<file path="src/rtl/opnd_agen_pkg.sv">
package opnd_agen_pkg;

  typedef enum logic [2:0] {
    AM_REG = 3'd0,
    AM_IDX = 3'd1,
    AM_SYM = 3'd2,
    AM_ABS = 3'd3,
    AM_IND = 3'd4,
    AM_INC = 3'd5,
    AM_IMM = 3'd6,
    AM_RSV = 3'd7
  } addrMode_e;

  // strobes from control to datapath
  typedef struct packed {
    logic load;     // capture a new result
    logic clear;    // drop result flags after handoff
    logic useReg;
    logic memAcc;
    logic addBase;  // include a register in the address
    logic basePc;   // that register is the program counter
    logic addExt;   // include the extension word
    logic imm;
    logic postInc;
    logic illegal;
  } agenCtrl_t;

endpackage

</file>
<file path="src/rtl/opnd_agen_ctrl.sv">
module opnd_agen_ctrl
  import opnd_agen_pkg::*;
(
  input  logic       clk,
  input  logic       rstN,
  input  logic       inValid,
  input  logic       isDst,
  input  logic [2:0] mode,
  input  logic       outReady,
  output logic       inReady,
  output logic       outValid,
  output logic       needExt,
  output agenCtrl_t  ctrl
);

  logic accept;
  logic handoff;
  addrMode_e modeE;

  assign modeE   = addrMode_e'(mode);
  assign inReady = !outValid || outReady;
  assign accept  = inValid && inReady;
  assign handoff = outValid && outReady;

  always_comb begin
    ctrl = '0;
    ctrl.load  = accept;
    ctrl.clear = handoff && !accept;
    unique case (modeE)
      AM_REG: ctrl.useReg = 1'b1;
      AM_IDX: begin
        ctrl.memAcc  = 1'b1;
        ctrl.addBase = 1'b1;
        ctrl.addExt  = 1'b1;
      end
      AM_SYM: begin
        ctrl.memAcc  = 1'b1;
        ctrl.addBase = 1'b1;
        ctrl.basePc  = 1'b1;
        ctrl.addExt  = 1'b1;
      end
      AM_ABS: begin
        ctrl.memAcc = 1'b1;
        ctrl.addExt = 1'b1;
      end
      AM_IND: begin
        if (isDst) ctrl.illegal = 1'b1;
        else begin
          ctrl.memAcc  = 1'b1;
          ctrl.addBase = 1'b1;
        end
      end
      AM_INC: begin
        if (isDst) ctrl.illegal = 1'b1;
        else begin
          ctrl.memAcc  = 1'b1;
          ctrl.addBase = 1'b1;
          ctrl.postInc = 1'b1;
        end
      end
      AM_IMM: begin
        if (isDst) ctrl.illegal = 1'b1;
        else ctrl.imm = 1'b1;
      end
      default: ctrl.illegal = 1'b1;
    endcase
  end

  assign needExt = ctrl.addExt || ctrl.imm;

  always_ff @(posedge clk) begin
    if (!rstN) outValid <= 1'b0;
    else if (accept) outValid <= 1'b1;
    else if (handoff) outValid <= 1'b0;
  end

endmodule

</file>
<file path="src/rtl/opnd_agen_dp.sv">
module opnd_agen_dp
  import opnd_agen_pkg::*;
#(
  parameter int DATA_W = 16,
  parameter int NREG   = 16,
  parameter int IDX_W  = $clog2(NREG),
  parameter int SP_IDX = 1
) (
  input  logic                   clk,
  input  logic                   rstN,
  input  agenCtrl_t              ctrl,
  input  logic [IDX_W-1:0]       regIdx,
  input  logic                   byteOp,
  input  logic [DATA_W-1:0]      extWord,
  input  logic [NREG*DATA_W-1:0] regFile,
  output logic                   useReg,
  output logic [IDX_W-1:0]       regSel,
  output logic                   memAccess,
  output logic [DATA_W-1:0]      effAddr,
  output logic                   immFlag,
  output logic [DATA_W-1:0]      immValue,
  output logic                   wbEn,
  output logic [IDX_W-1:0]       wbIdx,
  output logic [DATA_W-1:0]      wbData,
  output logic                   illegalMode,
  output logic                   misaligned
);

  localparam int WORD_STEP = DATA_W / 8;
  localparam logic [IDX_W-1:0] SP_SEL = IDX_W'(SP_IDX);

  logic [DATA_W-1:0] regVal, pcVal, baseVal, addrNext, stepVal, incNext;

  assign regVal  = regFile[regIdx*DATA_W +: DATA_W];
  assign pcVal   = regFile[DATA_W-1:0];
  assign baseVal = ctrl.addBase ? (ctrl.basePc ? pcVal : regVal) : '0;
  assign addrNext = baseVal + (ctrl.addExt ? extWord : '0);
  assign stepVal = (byteOp && regIdx != SP_SEL) ? DATA_W'(1) : DATA_W'(WORD_STEP);
  assign incNext = regVal + stepVal;

  always_ff @(posedge clk) begin
    if (!rstN) begin
      useReg      <= 1'b0;
      regSel      <= '0;
      memAccess   <= 1'b0;
      effAddr     <= '0;
      immFlag     <= 1'b0;
      immValue    <= '0;
      wbEn        <= 1'b0;
      wbIdx       <= '0;
      wbData      <= '0;
      illegalMode <= 1'b0;
      misaligned  <= 1'b0;
    end else if (ctrl.load) begin
      useReg      <= ctrl.useReg;
      regSel      <= ctrl.useReg ? regIdx : '0;
      memAccess   <= ctrl.memAcc;
      effAddr     <= ctrl.memAcc ? addrNext : '0;
      immFlag     <= ctrl.imm;
      immValue    <= ctrl.imm ? extWord : '0;
      wbEn        <= ctrl.postInc;
      wbIdx       <= ctrl.postInc ? regIdx : '0;
      wbData      <= ctrl.postInc ? incNext : '0;
      illegalMode <= ctrl.illegal;
      misaligned  <= ctrl.memAcc && !byteOp && addrNext[0];
    end else if (ctrl.clear) begin
      useReg      <= 1'b0;
      memAccess   <= 1'b0;
      immFlag     <= 1'b0;
      wbEn        <= 1'b0;
      illegalMode <= 1'b0;
      misaligned  <= 1'b0;
    end
  end

endmodule

</file>
<file path="src/rtl/opnd_agen.sv">
module opnd_agen
  import opnd_agen_pkg::*;
#(
  parameter int DATA_W = 16,
  parameter int NREG   = 16,
  parameter int IDX_W  = $clog2(NREG),
  parameter int SP_IDX = 1
) (
  input  logic                   clk,
  input  logic                   rstN,
  input  logic                   inValid,
  output logic                   inReady,
  input  logic                   isDst,
  input  logic [2:0]             mode,
  input  logic [IDX_W-1:0]       regIdx,
  input  logic                   byteOp,
  input  logic [DATA_W-1:0]      extWord,
  input  logic [NREG*DATA_W-1:0] regFile,
  output logic                   needExt,
  output logic                   outValid,
  input  logic                   outReady,
  output logic                   useReg,
  output logic [IDX_W-1:0]       regSel,
  output logic                   memAccess,
  output logic [DATA_W-1:0]      effAddr,
  output logic                   immFlag,
  output logic [DATA_W-1:0]      immValue,
  output logic                   wbEn,
  output logic [IDX_W-1:0]       wbIdx,
  output logic [DATA_W-1:0]      wbData,
  output logic                   illegalMode,
  output logic                   misaligned
);

  agenCtrl_t ctrl;

  opnd_agen_ctrl u_ctrl (
    .clk      (clk),
    .rstN     (rstN),
    .inValid  (inValid),
    .isDst    (isDst),
    .mode     (mode),
    .outReady (outReady),
    .inReady  (inReady),
    .outValid (outValid),
    .needExt  (needExt),
    .ctrl     (ctrl)
  );

  opnd_agen_dp #(
    .DATA_W (DATA_W),
    .NREG   (NREG),
    .IDX_W  (IDX_W),
    .SP_IDX (SP_IDX)
  ) u_dp (
    .clk         (clk),
    .rstN        (rstN),
    .ctrl        (ctrl),
    .regIdx      (regIdx),
    .byteOp      (byteOp),
    .extWord     (extWord),
    .regFile     (regFile),
    .useReg      (useReg),
    .regSel      (regSel),
    .memAccess   (memAccess),
    .effAddr     (effAddr),
    .immFlag     (immFlag),
    .immValue    (immValue),
    .wbEn        (wbEn),
    .wbIdx       (wbIdx),
    .wbData      (wbData),
    .illegalMode (illegalMode),
    .misaligned  (misaligned)
  );

endmodule

</file>
<file path="config.mk">
export PLATFORM = sky130hd
export DESIGN_NAME = opnd_agen
export DESIGN_NICKNAME = d
export VERILOG_FILES = /design/src/rtl/opnd_agen_pkg.sv /design/src/rtl/opnd_agen_ctrl.sv /design/src/rtl/opnd_agen_dp.sv /design/src/rtl/opnd_agen.sv
export SDC_FILE = /design/constraint.sdc
export NUM_CORES = 1
export LEC_CHECK = 0
export BUFFER_PORTS_ARGS = -buffer_cell sky130_fd_sc_hd__buf_4
export CORE_ASPECT_RATIO = 0.5
export CORE_MARGIN = 2
export CORE_UTILIZATION = 40
export CTS_BUF_LIST = sky130_fd_sc_hd__clkbuf_4 sky130_fd_sc_hd__clkbuf_8 sky130_fd_sc_hd__clkbuf_16
export CTS_CLUSTER_SIZE = 12
export DETAILED_ROUTE_END_ITERATION = 16
export GPL_TIMING_DRIVEN = 0
export HOLD_SLACK_MARGIN = 0.05
export PLACE_DENSITY = 0.78
export SLEW_MARGIN = 20
export SYNTH_ARGS = -nofsm -noshare
export SYNTH_HDL_FRONTEND = slang
export SYNTH_HIERARCHICAL = 1
export SYNTH_SLANG_ARGS = --single-unit
</file>
<file path="constraint.sdc">
create_clock -name clk -period 6.7 [get_ports clk]
set_input_delay 1.005 -clock clk [delete_from_list [all_inputs] [get_ports clk]]
set_output_delay 1.005 -clock clk [all_outputs]
set_load 0.01 [all_outputs]
</file>
==> run_results.csv <==
group,metric,value,unit
run_status,outcome,"finished clean",
floorplan,chipWidth,175,um
final_layout,fillers,1265,
yosys,cell_types_with_the_largest_area_share_after_synthesis,"sky130_fd_sc_hd__mux4_2 22%, sky130_fd_sc_hd__dfxtp_1 22%, sky130_fd_sc_hd__mux4_1 4.5%, sky130_fd_sc_hd__a21boi_0 4.4%, sky130_fd_sc_hd__ha_1 3.7%",
timing,worst_hold_slack,451,ps
floorplan,num_io_pins,350,
worst_setup_path,crit_chain,"buf_4, buf_4, buf_2, buf_2, buf_1, mux4_2, mux4_2, mux2i_1, nor2b_1, ha_1, a211oi_1, o21ai_0, a31oi_1, nor3_1, a2111oi_1, a21oi_1, xnor2_1, a22o_1",
worst_setup_path,critical_path_required,6910,ps
grt,globalRouteTotalUtil,30.9,%
final_layout,antenna-diode-count,0,
yosys,most_used_standard_cell_by_instance_count_after_synthesis,"sky130_fd_sc_hd__dfxtp_1",
yosys,seq_area_frac_synth,21.7,%
drt,drt_first_pass_iters,5,
clocking,clk_tree_root_cell,"sky130_fd_sc_hd__clkbuf_16",
timing,timing.slew.headroom,51.9,%
place,final_gp_congestion,0.926,
place,dp.cells,1137,
power_and_ir_drop,power_per_cell_area,146,nW/um^2
yosys,synth-seq-cells,63,
floorplan,standard_cell_rows,31,
grt,first_global_vias,6254,
floorplan,fp.dieArea,15600,um^2
grt,antenna_found_initial,0,
clocking,clock_transition_at_the_registers_of_the_reported_paths,50,ps
worst_setup_path,endpoint_kind,"flip-flop",
final_layout,layout-drive-gt1-share,47.0,%
power_and_ir_drop,maximum_vdd_ir_drop,0.125,mV
clocking,tritoncts,"done",
final_layout,area_growth_syn_to_layout,53.7,%
yosys,synthDominantCellAreaShare,22.0,%
clocking,worst_skew_pair_later_pin_latency,330,ps
place,pre_cts_ws,50.1,ps
yosys,synth_area_leader_cell,"sky130_fd_sc_hd__mux4_2",
worst_setup_path,slowest_stage,"sky130_fd_sc_hd__a2111oi_1",
drt,post_drt_wl_per_cell,21.4,um
drt,detail_route.wirelength,24700,um
drt,total_number_of_vias,6401,
worst_setup_path,worst_path_max_stage_delay,690,ps
yosys,ys_dominant_reg_cell,"sky130_fd_sc_hd__dfxtp_1",
yosys,syn_inst,593,
timing,finalHoldViolations,0,
floorplan,initial_utilization,40.6,%
worst_setup_path,critical_path_peak_fanout,10,
job,cap_violations,0,
yosys,synth_enable_flop_cells,0,
yosys,ys_types,59,
hold_path,holdCritPathClass,"reg -> reg",
grt,pin_count_of_the_biggest_net_entering_global_routing,12,
yosys,synth-warning-count,6,
yosys,synth_top_cells_by_count,"63 x sky130_fd_sc_hd__dfxtp_1, 57 x sky130_fd_sc_hd__mux4_2, 34 x sky130_fd_sc_hd__a21boi_0",
worst_setup_path,worst-path-buf-inv,5,
clocking,cts-buffers-inserted,9,
final_layout,final_net_count,1254,
timing,rsz0062_at_grt,"no",
clocking,clk_path_buf_depth,2,
power_and_ir_drop,static-leakage-power,3.91,nW
drt,drt.antenna.violating_nets,0,
timing,timing.final.max_slew_violations,0,
place,place_hpwl,20800,um
drt,remaining_routing_drc_violations,0,
floorplan,fp.dieH,89.3,um
yosys,syn_nets,897,
yosys,synth.avg_cell_area,9.82,um^2
grt,grt_first_pass_wirelength,36300,um
power_and_ir_drop,power.total,1.31,mW
timing,fin_worst_skew,6.93,ps
timing,period_share,95.8,%
grt,gr-total-overflow,0,
final_layout,layout.cell_area.non_filler,8950,um^2
clocking,post-cts-setup-buffer-count,0,
timing,setup-tns-final,0,ps
drt,vias_per_cell,5.55,
timing,least_margin_pin_slew,720,ps
timing,setup-violations-final,0,
worst_setup_path,worst_path_dominant_cell_family,"compound AO/OA/AOI/OAI gates",
place,portBuffers,346,
timing,timing.fmax,0.156,GHz
clocking,cts-htree-levels,3,
worst_setup_path,start_kind,"input port",
place,placedInstanceArea,8670,um^2
clocking,cts_num_sinks,63,
final_layout,final_cells,1153,
worst_setup_path,worst_ep_arrival_time,6620,ps
timing,post-route-worst-setup-slack,284,ps
worst_setup_path,timing_worst_setup_path_type,"in -> reg",
floorplan,floorplan.core_area,14400,um^2
drt,drt_first_iter_violations,443,
yosys,async_flop_share,0,%
final_layout,utilization,62.4,%
timing,period_needed,6420,ps
yosys,mappedNetlistArea,5820,um^2
[kinds of logic (layout without fill, tap and decap cells)]
family | Yosys count | after routing | synth area share, %
AO/OA/AOI/OAI | 145 | 145 | 17.3
adder cells (fa/ha/maj) | 19 | 19 | 4.34
flip-flops | 63 | 63 | 21.7
multiplexers | 76 | 76 | 28.1
XOR/XNOR | 27 | 27 | 4.06
AND/OR/NAND/NOR | 196 | 196 | 18.5
buffers and inverters | 67 | 429 | 5.97
[worst reg2reg max path: stages (launching register included)]
cell	delay, ps
sky130_fd_sc_hd__dfxtp_1	310
sky130_fd_sc_hd__nand2b_1	100
sky130_fd_sc_hd__and2_1	140
sky130_fd_sc_hd__buf_4	110
sky130_fd_sc_hd__clkbuf_1	340
sky130_fd_sc_hd__clkbuf_1	440
sky130_fd_sc_hd__clkbuf_1	480
sky130_fd_sc_hd__nand3_1	230
sky130_fd_sc_hd__a21boi_0	200
[final timing paths]
kind                            slack (ps)  depth (start not counted)                       endpoint                          from
worst max register to register        4270                          8    u_dp/regSel[3]$_SDFFE_PN0P_  u_ctrl/outValid$_SDFFE_PN0P_
worst max-delay path                   280                         18  u_dp/effAddr[15]$_SDFFE_PN0P_                     regIdx[1]
worst min register to register         450                          2   u_dp/wbData[14]$_SDFFE_PN0P_  u_dp/wbData[14]$_SDFFE_PN0P_
worst min-delay path                   450                          2   u_dp/wbData[14]$_SDFFE_PN0P_  u_dp/wbData[14]$_SDFFE_PN0P_
[power breakdown]
group / internal (mW) / switching, mW
sequential: 0.383 / 0.00489
combinational: 0.268 / 0.221
clock: 0.264 / 0.170
total: 0.915 / 0.395
[placed cells by master, fill, tap and decap left out, types with 4 or more instances in the layout]
cell type and n:
sky130_fd_sc_hd__buf_2 6, sky130_fd_sc_hd__buf_1 4, sky130_fd_sc_hd__nand3_1 33, sky130_fd_sc_hd__nor2b_1 20, sky130_fd_sc_hd__dfxtp_1 63, sky130_fd_sc_hd__xnor2_1 20
sky130_fd_sc_hd__mux2i_1 8, sky130_fd_sc_hd__clkbuf_16 9, sky130_fd_sc_hd__mux4_1 10, sky130_fd_sc_hd__o21ai_1 5, sky130_fd_sc_hd__a21oi_1 30, sky130_fd_sc_hd__clkbuf_1 24
sky130_fd_sc_hd__inv_1 19, sky130_fd_sc_hd__nor2_1 22, sky130_fd_sc_hd__and2_1 30, sky130_fd_sc_hd__buf_4 352, sky130_fd_sc_hd__xor2_1 7, sky130_fd_sc_hd__a22o_1 9
sky130_fd_sc_hd__nor3_1 7, sky130_fd_sc_hd__mux4_2 57, sky130_fd_sc_hd__a31oi_1 5, sky130_fd_sc_hd__nor3b_1 4, sky130_fd_sc_hd__o22ai_1 9, sky130_fd_sc_hd__nand2b_1 32
sky130_fd_sc_hd__nand2_1 30, sky130_fd_sc_hd__buf_6 5, sky130_fd_sc_hd__a21boi_0 34, sky130_fd_sc_hd__a22oi_1 18, sky130_fd_sc_hd__o21ai_0 15, sky130_fd_sc_hd__ha_1 17
[routing by layer]
layer / wire length [um] / share of wire, % / GRT usage, %
met3: 1600 / 6.5 / 4.63
met4: 284 / 1.2 / 5.45
met5: 0 / 0 / 0
met2: 11500 / 47 / 50.5
met1: 11300 / 46 / 44.5
[area by class of cell]
cell class              instances  area (um^2)  area share, %
multi-input cells             463         4220           47.1
flip-flops and latches         63         1260           14.1
inverters                      19         71.3          0.797
plain buffers                  48          277           3.09
repair buffers                346         2600           29.0
clock inverters                 5         33.8          0.377
well taps                     198          248           2.77
clock buffers                  11          246           2.75
[timing repair]
item                                   4_1_cts  5_1_grt
resized for setup                            0        1
endpoints found under the hold margin        0        0
setup endpoints to repair                    0        1
hold buffers                                 0        0
[state kept, by name (all words and copies together), names as in the netlist]
name,count
u_dp/misaligned,1
u_dp/immFlag,1
u_dp/illegalMode,1
u_dp/regSel,4
u_dp/immValue,16
u_dp/effAddr,16
u_dp/wbEn,1
u_dp/memAccess,1
u_ctrl/outValid,1
u_dp/wbIdx,4
u_dp/wbData,16
u_dp/useReg,1
(Power assumes the default switching activity.)
